File: config.mk
export PLATFORM = sky130hd
export DESIGN_NAME = bcd_alu
export DESIGN_NICKNAME = d
export VERILOG_FILES = /design/src/rtl/bcd_alu_pkg.sv /design/src/rtl/bcd_digit_chain.sv /design/src/rtl/bin_ext_unit.sv /design/src/rtl/ccr_merge.sv /design/src/rtl/bcd_alu.sv
export SDC_FILE = /design/constraint.sdc
export NUM_CORES = 1
export LEC_CHECK = 0
export BUFFER_PORTS_ARGS = -buffer_cell sky130_fd_sc_hd__buf_2
export CAP_MARGIN = 20
export CORE_MARGIN = 2
export CORE_UTILIZATION = 50
export DETAILED_ROUTE_END_ITERATION = 12
export GPL_TIMING_DRIVEN = 0
export PLACE_DENSITY = 0.75
export SETUP_SLACK_MARGIN = 0.5
export SLEW_MARGIN = 20
export SYNTH_ARGS = -nofsm -noshare
export SYNTH_HDL_FRONTEND = slang
export SYNTH_SLANG_ARGS = --single-unit
File: constraint.sdc
create_clock -name clk -period 2.46 [get_ports clk]
set_input_delay 0.123 -clock clk [delete_from_list [all_inputs] [get_ports clk]]
set_output_delay 0.123 -clock clk [all_outputs]
set_load 0.005 [all_outputs]
File: src/rtl/bcd_alu_pkg.sv
package bcd_alu_pkg;

   localparam int CCR_W = 5;
   localparam int F_EXT = 4;
   localparam int F_NEG = 3;
   localparam int F_ZER = 2;
   localparam int F_OVF = 1;
   localparam int F_CAR = 0;

   typedef enum logic [2:0] {
      OP_DADD = 3'd0,
      OP_DSUB = 3'd1,
      OP_DNEG = 3'd2,
      OP_BADD = 3'd3,
      OP_BSUB = 3'd4
   } op_e;

   typedef logic [CCR_W-1:0] ccr_t;

endpackage

File: src/rtl/bcd_digit_chain.sv
module bcd_digit_chain #(
   parameter int DIGITS   = 2,
   parameter bit SUBTRACT = 1'b0,
   localparam int W = 4 * DIGITS
) (
   input  logic [W-1:0] a_i,
   input  logic [W-1:0] b_i,
   input  logic         cin_i,
   output logic [W-1:0] r_o,
   output logic         cout_o
);

   logic [DIGITS:0] link;
   assign link[0] = cin_i;

   for (genvar g = 0; g < DIGITS; g++) begin : g_nib
      logic [4:0] raw;
      logic       adj;
      if (SUBTRACT) begin : g_sub
         always_comb begin
            raw = {1'b0, a_i[4*g +: 4]} - {1'b0, b_i[4*g +: 4]} - {4'b0, link[g]};
            adj = raw[4];
         end
         assign r_o[4*g +: 4] = adj ? (raw[3:0] - 4'd6) : raw[3:0];
      end else begin : g_add
         always_comb begin
            raw = {1'b0, a_i[4*g +: 4]} + {1'b0, b_i[4*g +: 4]} + {4'b0, link[g]};
            adj = (raw > 5'd9);
         end
         assign r_o[4*g +: 4] = adj ? (raw[3:0] + 4'd6) : raw[3:0];
      end
      assign link[g+1] = adj;
   end

   assign cout_o = link[DIGITS];

endmodule

File: src/rtl/bin_ext_unit.sv
module bin_ext_unit #(
   parameter int W        = 8,
   parameter bit SUBTRACT = 1'b0
) (
   input  logic [W-1:0] a_i,
   input  logic [W-1:0] b_i,
   input  logic         cin_i,
   output logic [W-1:0] r_o,
   output logic         cout_o,
   output logic         ovf_o
);

   logic [W:0] wide;

   if (SUBTRACT) begin : g_sub
      always_comb begin
         wide  = {1'b0, a_i} - {1'b0, b_i} - {{W{1'b0}}, cin_i};
         ovf_o = (a_i[W-1] != b_i[W-1]) && (wide[W-1] != a_i[W-1]);
      end
   end else begin : g_add
      always_comb begin
         wide  = {1'b0, a_i} + {1'b0, b_i} + {{W{1'b0}}, cin_i};
         ovf_o = (a_i[W-1] == b_i[W-1]) && (wide[W-1] != a_i[W-1]);
      end
   end

   assign r_o    = wide[W-1:0];
   assign cout_o = wide[W];

endmodule

File: src/rtl/ccr_merge.sv
module ccr_merge
   import bcd_alu_pkg::*;
(
   input  ccr_t prior_i,
   input  ccr_t fresh_i,
   input  ccr_t mask_i,
   output ccr_t ccr_o
);

   for (genvar b = 0; b < CCR_W; b++) begin : g_bit
      if (b == F_ZER) begin : g_zero
         assign ccr_o[b] = mask_i[b] ? (prior_i[b] & fresh_i[b]) : prior_i[b];
      end else begin : g_plain
         assign ccr_o[b] = mask_i[b] ? fresh_i[b] : prior_i[b];
      end
   end

endmodule

File: src/rtl/bcd_alu.sv
module bcd_alu
   import bcd_alu_pkg::*;
#(
   parameter int DIGITS        = 2,
   parameter bit ENABLE_BINARY = 1'b1,
   localparam int W = 4 * DIGITS
) (
   input  logic         clk,
   input  logic         rst_n,
   input  logic         start,
   input  logic [2:0]   op_sel,
   input  logic [W-1:0] dst_i,
   input  logic [W-1:0] src_i,
   input  logic [4:0]   ccr_i,
   output logic [W-1:0] result_o,
   output logic [4:0]   ccr_o,
   output logic         done_o
);

   if (DIGITS < 1) begin : g_bad_digits
      $error("bcd_alu: DIGITS must be at least 1");
   end

   logic         x_in;
   assign x_in = ccr_i[F_EXT];

   logic [W-1:0] dadd_r, dsub_r, dneg_r;
   logic         dadd_c, dsub_c, dneg_c;

   bcd_digit_chain #(.DIGITS(DIGITS), .SUBTRACT(1'b0)) u_dadd (
      .a_i(dst_i), .b_i(src_i), .cin_i(x_in), .r_o(dadd_r), .cout_o(dadd_c));

   bcd_digit_chain #(.DIGITS(DIGITS), .SUBTRACT(1'b1)) u_dsub (
      .a_i(dst_i), .b_i(src_i), .cin_i(x_in), .r_o(dsub_r), .cout_o(dsub_c));

   bcd_digit_chain #(.DIGITS(DIGITS), .SUBTRACT(1'b1)) u_dneg (
      .a_i({W{1'b0}}), .b_i(dst_i), .cin_i(x_in), .r_o(dneg_r), .cout_o(dneg_c));

   logic [W-1:0] badd_r, bsub_r;
   logic         badd_c, bsub_c, badd_v, bsub_v;

   if (ENABLE_BINARY) begin : g_bin
      bin_ext_unit #(.W(W), .SUBTRACT(1'b0)) u_badd (
         .a_i(dst_i), .b_i(src_i), .cin_i(x_in),
         .r_o(badd_r), .cout_o(badd_c), .ovf_o(badd_v));
      bin_ext_unit #(.W(W), .SUBTRACT(1'b1)) u_bsub (
         .a_i(dst_i), .b_i(src_i), .cin_i(x_in),
         .r_o(bsub_r), .cout_o(bsub_c), .ovf_o(bsub_v));
   end else begin : g_nobin
      assign badd_r = '0;
      assign bsub_r = '0;
      assign badd_c = 1'b0;
      assign bsub_c = 1'b0;
      assign badd_v = 1'b0;
      assign bsub_v = 1'b0;
   end

   logic [W-1:0] res_d;
   logic         car_d, ovf_d;
   ccr_t         mask_d, fresh_d, merged_d;

   always_comb begin
      res_d  = dst_i;
      car_d  = 1'b0;
      ovf_d  = 1'b0;
      mask_d = '0;
      case (op_sel)
         OP_DADD: begin res_d = dadd_r; car_d = dadd_c; mask_d = '1; end
         OP_DSUB: begin res_d = dsub_r; car_d = dsub_c; mask_d = '1; end
         OP_DNEG: begin res_d = dneg_r; car_d = dneg_c; mask_d = '1; end
         OP_BADD: if (ENABLE_BINARY) begin
            res_d = badd_r; car_d = badd_c; ovf_d = badd_v; mask_d = '1;
         end
         OP_BSUB: if (ENABLE_BINARY) begin
            res_d = bsub_r; car_d = bsub_c; ovf_d = bsub_v; mask_d = '1;
         end
         default: ;
      endcase
      fresh_d        = '0;
      fresh_d[F_EXT] = car_d;
      fresh_d[F_NEG] = res_d[W-1];
      fresh_d[F_ZER] = (res_d == '0);
      fresh_d[F_OVF] = ovf_d;
      fresh_d[F_CAR] = car_d;
   end

   ccr_merge u_merge (
      .prior_i(ccr_i), .fresh_i(fresh_d), .mask_i(mask_d), .ccr_o(merged_d));

   always_ff @(posedge clk or negedge rst_n) begin
      if (!rst_n) begin
         result_o <= '0;
         ccr_o    <= '0;
         done_o   <= 1'b0;
      end else begin
         done_o <= start;
         if (start) begin
            result_o <= res_d;
            ccr_o    <= merged_d;
         end
      end
   end

endmodule

==> summary.txt <==
Finish
  – Most common cell after layout, fill and taps aside: sky130_fd_sc_hd__buf_2
  – Synthesis-to-layout area growth: 36.6%
  – Fraction of layout instances using a drive strength above 1: 0.347
  – Final antenna diode count: 0
  – Final Cell Area: 3910 µm²
  – Net total in the final layout: 513
  – Share of the core filled with cells: 0.711
  – Commonest cells after routing, fill and taps aside: sky130_fd_sc_hd__buf_2, sky130_fd_sc_hd__ha_1, sky130_fd_sc_hd__inv_1, sky130_fd_sc_hd__nor2_1, sky130_fd_sc_hd__buf_4

STA
  – Shortest period the worst path allows: 3650 ps
  – Final worst-path cycle share: 1.48
  – Max-slew headroom: 0.553
  – Final Hold Viols: 0
  – Measured slew at the worst slew-check pin: 668 ps
  – Post-route setup slack: -1190 ps
  – Fmax: 0.274 GHz
  – Largest clock skew in the final design: 0 ps
  – Worst slack on hold paths: 53.6 ps
  – Count of pins over their slew limit: 0
  – Unrepaired setup endpoints after global routing: true
  – Setup violators final: 12

Synth
  – Share of the yosys chip area belonging to registers: 0.122
  – Flip-flop and latch count after synthesis: 14
  – Yosys top cell by area: sky130_fd_sc_hd__ha_1
  – Predominant post-synthesis flop cell: sky130_fd_sc_hd__dfrtp_1
  – Number of warnings printed during yosys synthesis: 0
  – Synth Area per Inst: 7.91 µm²
  – Area of the mapped netlist: 2860 µm²
  – Top cell type's share of synthesized area: 0.183
  – Number of enable-type register cells in the synthesized netlist: 0
  – Gate Count Post-Synth: 362
  – Post-synthesis async set-or-reset flop share: 1.00
  – Syn_nets: 438
  – Cell types occupying the most area after synthesis: sky130_fd_sc_hd__ha_1, sky130_fd_sc_hd__dfrtp_1, sky130_fd_sc_hd__xnor2_1
  – Count of different cell masters after synthesis: 68

Placed design
  – Cell area after placement: 3280 µm²
  – Quantity of I/O buffers inserted on ports: 39
  – Final RePlAce weighted congestion: 0.854
  – HPWL after DPL: 6420 µm

Worst setup path
  – Bufs and invs on worst path: 4
  – Cell at the slowest stage of the critical path: sky130_fd_sc_hd__fa_2
  – Largest stage delay on the critical path: 430 ps
  – Crit path cell chain: buf_8, inv_8, fa_2, fa_2, nand2b_4, a211o_1, nand2_2, fa_2, inv_2, fa_2, buf_4, xor2_2, ha_4, mux2i_2, a2bb2oi_2, o211ai_1, and4b_1, a31o_1
  – Critical path capture point type: register
  – Critical Path Most Common Cell: sky130_fd_sc_hd__fa_2
  – Type of the setup path with the least slack: in2reg
  – Startpoint types: input pin
  – Critical-path maximum fanout: 3
  – Data arrival at the endpoint of the critical path: 3780 ps
  – Worst path top cell family by delay: adder cells
  – CP Data Required Time: 2600 ps

Global routing
  – Number of antenna violations at the first check in global routing: 0
  – Vias in the first global route: 3025
  – Overall Global Routing Usage: 0.275
  – Overall overflow remaining after global route: 0
  – Largest net degree at the start of global routing: 15
  – Global-route wire length before repair: 13900 µm

CTS
  – Buffer type at the clock tree root: sky130_fd_sc_hd__clkbuf_8
  – CTS sink count: 14
  – Cts bufs inserted: 3
  – Clock latency on the worst-skew pair: 240 ps
  – Maximum number of buffers from clock root to sink: 2
  – Clock input transition at the sequential cells of the worst setup and hold paths: 50 ps
  – TritonCTS clock tree: built
  – H-tree levels: 1

Power
  – Worst VDD drop: 0.000296 V
  – Power per Cell Area: 464 nW/µm²
  – Lkg Pwr: 1.73 nW

Detailed routing
  – First-pass iteration count of the detailed router: 6
  – Drt wl/cell: 17.7 µm
  – Violation count after the first detailed-route iteration: 362
  – Vias: 3141
  – Overall routed net length: 8970 µm
  – Residual antenna-violating net count after detailed routing: 0
  – Residual DRC count: 0
  – Average via count per standard cell: 6.20

Run status
  – Run status: finished, violations left
  – Violated checks: setup timing

Die
  – Top-level port count: 41
  – Core box area: 5510 µm²
  – Height of the die: 79.7 µm
  – Width of the chip: 79.7 µm
  – Total die area: 6350 µm²
  – Row Count: 27
  – Initial Utilization: 0.520

Job
  – Number of max-cap violations: 0

Worst hold path
  – Worst Hold Class: in2reg
Yosys cell counts, types with 3 or more instances:
master / instances
sky130_fd_sc_hd__a2111oi_0: 3
sky130_fd_sc_hd__a211oi_2: 3
sky130_fd_sc_hd__a21o_1: 4
sky130_fd_sc_hd__a21oi_1: 22
sky130_fd_sc_hd__a31oi_1: 6
sky130_fd_sc_hd__buf_2: 5
sky130_fd_sc_hd__clkbuf_1: 7
sky130_fd_sc_hd__dfrtp_1: 14
sky130_fd_sc_hd__fa_1: 7
sky130_fd_sc_hd__ha_1: 42
sky130_fd_sc_hd__inv_1: 40
sky130_fd_sc_hd__mux2_2: 3
sky130_fd_sc_hd__mux2i_1: 10
sky130_fd_sc_hd__nand2_1: 20
sky130_fd_sc_hd__nand2b_1: 6
sky130_fd_sc_hd__nand3_1: 3
sky130_fd_sc_hd__nand4_1: 3
sky130_fd_sc_hd__nor2_1: 30
sky130_fd_sc_hd__nor2b_1: 10
sky130_fd_sc_hd__nor3_1: 12
sky130_fd_sc_hd__o211ai_1: 5
sky130_fd_sc_hd__o21ai_0: 12
sky130_fd_sc_hd__o21ai_1: 3
sky130_fd_sc_hd__o31ai_1: 4
sky130_fd_sc_hd__or2_1: 3
sky130_fd_sc_hd__xnor2_1: 20
sky130_fd_sc_hd__xor2_1: 7
flip-flops by register name (all words and copies together), names as in the netlist:
| register | cells |
|---|---|
| ccr_o | 5 |
| result_o | 8 |
| done_o | 1 |
metrics by stage:
step / total power, W / setup TNS (ps) / instances / setup slack [ps]
3_5_place_dp: 0.00127 / -11740 / 473 / -1610
2_1_floorplan: 0.00101 / -6360 / 362 / -1010
5_1_grt: 0.00193 / -9820 / 507 / -1240
4_1_cts: 0.00161 / -7630 / 494 / -1120
3_3_place_gp: 0.00124 / -11370 / 473 / -1570
6_report: 0.00182 / -8790 / 507 / -1190
layer usage:
layer	up-vias	track usage	wire, µm
met5	-	0	0
met4	0	0.105	381
met3	41	0.0317	699
met2	199	0.493	4180
met1	1459	0.334	3710
li1	1442	-	-
layout make-up:
type / count / area, µm²
Inverter: 42 / 165
Multi-Input combinational cell: 291 / 2680
Clock buffer: 3 / 41.3
Buffer: 15 / 90.1
Timing Repair Buffer: 70 / 497
Fill cell: 427 / 1590
Tap cell: 72 / 90.1
Sequential cell: 14 / 350
cells by family after synthesis:
group	count (synthesis)	synth area share
buffers and inverters	57	0.0795
AO/OA/AOI/OAI	101	0.259
XOR/XNOR	27	0.0826
flip-flops	14	0.122
multiplexers	13	0.0467
AND/OR/NAND/NOR	101	0.178
adder cells (fa/ha/maj)	49	0.232
timing repair:
item                                    4_1_cts  5_1_grt
resized for setup                            37       33
cloned                                        0        0
endpoints found under the setup margin       12       12
endpoints found under the hold margin        14        0
hold buffers                                  1        0
buffers inserted                             17       13
pin swaps                                    19       27
path summary, 6_finish.rpt:
check                                     start                 endpoint  slack [ps]  cells after the start
hold reg to reg            ccr_o[0]$_DFFE_PN0P_     ccr_o[0]$_DFFE_PN0P_         490                      1
setup reg to reg           ccr_o[2]$_DFFE_PN0P_     ccr_o[2]$_DFFE_PN0P_        1120                      5
setup / recovery                       src_i[0]     ccr_o[2]$_DFFE_PN0P_       -1190                     18
min in group asynchronous                 rst_n         done_o$_DFF_PN0_         310                      2
hold / removal                            start         done_o$_DFF_PN0_          50                      1
max in group asynchronous                 rst_n  result_o[6]$_DFFE_PN0P_        1920                      2
report_power, final:
part / internal [W] / total [W] / switching, W
Sequential: 0.000271 / 0.000291 / 0.0000200
Clock: 0.000108 / 0.000186 / 0.0000777
Combinational: 0.000643 / 0.00134 / 0.000695
Total: 0.00102 / 0.00182 / 0.000793
Note: power is estimated with default switching activity, not from simulation.
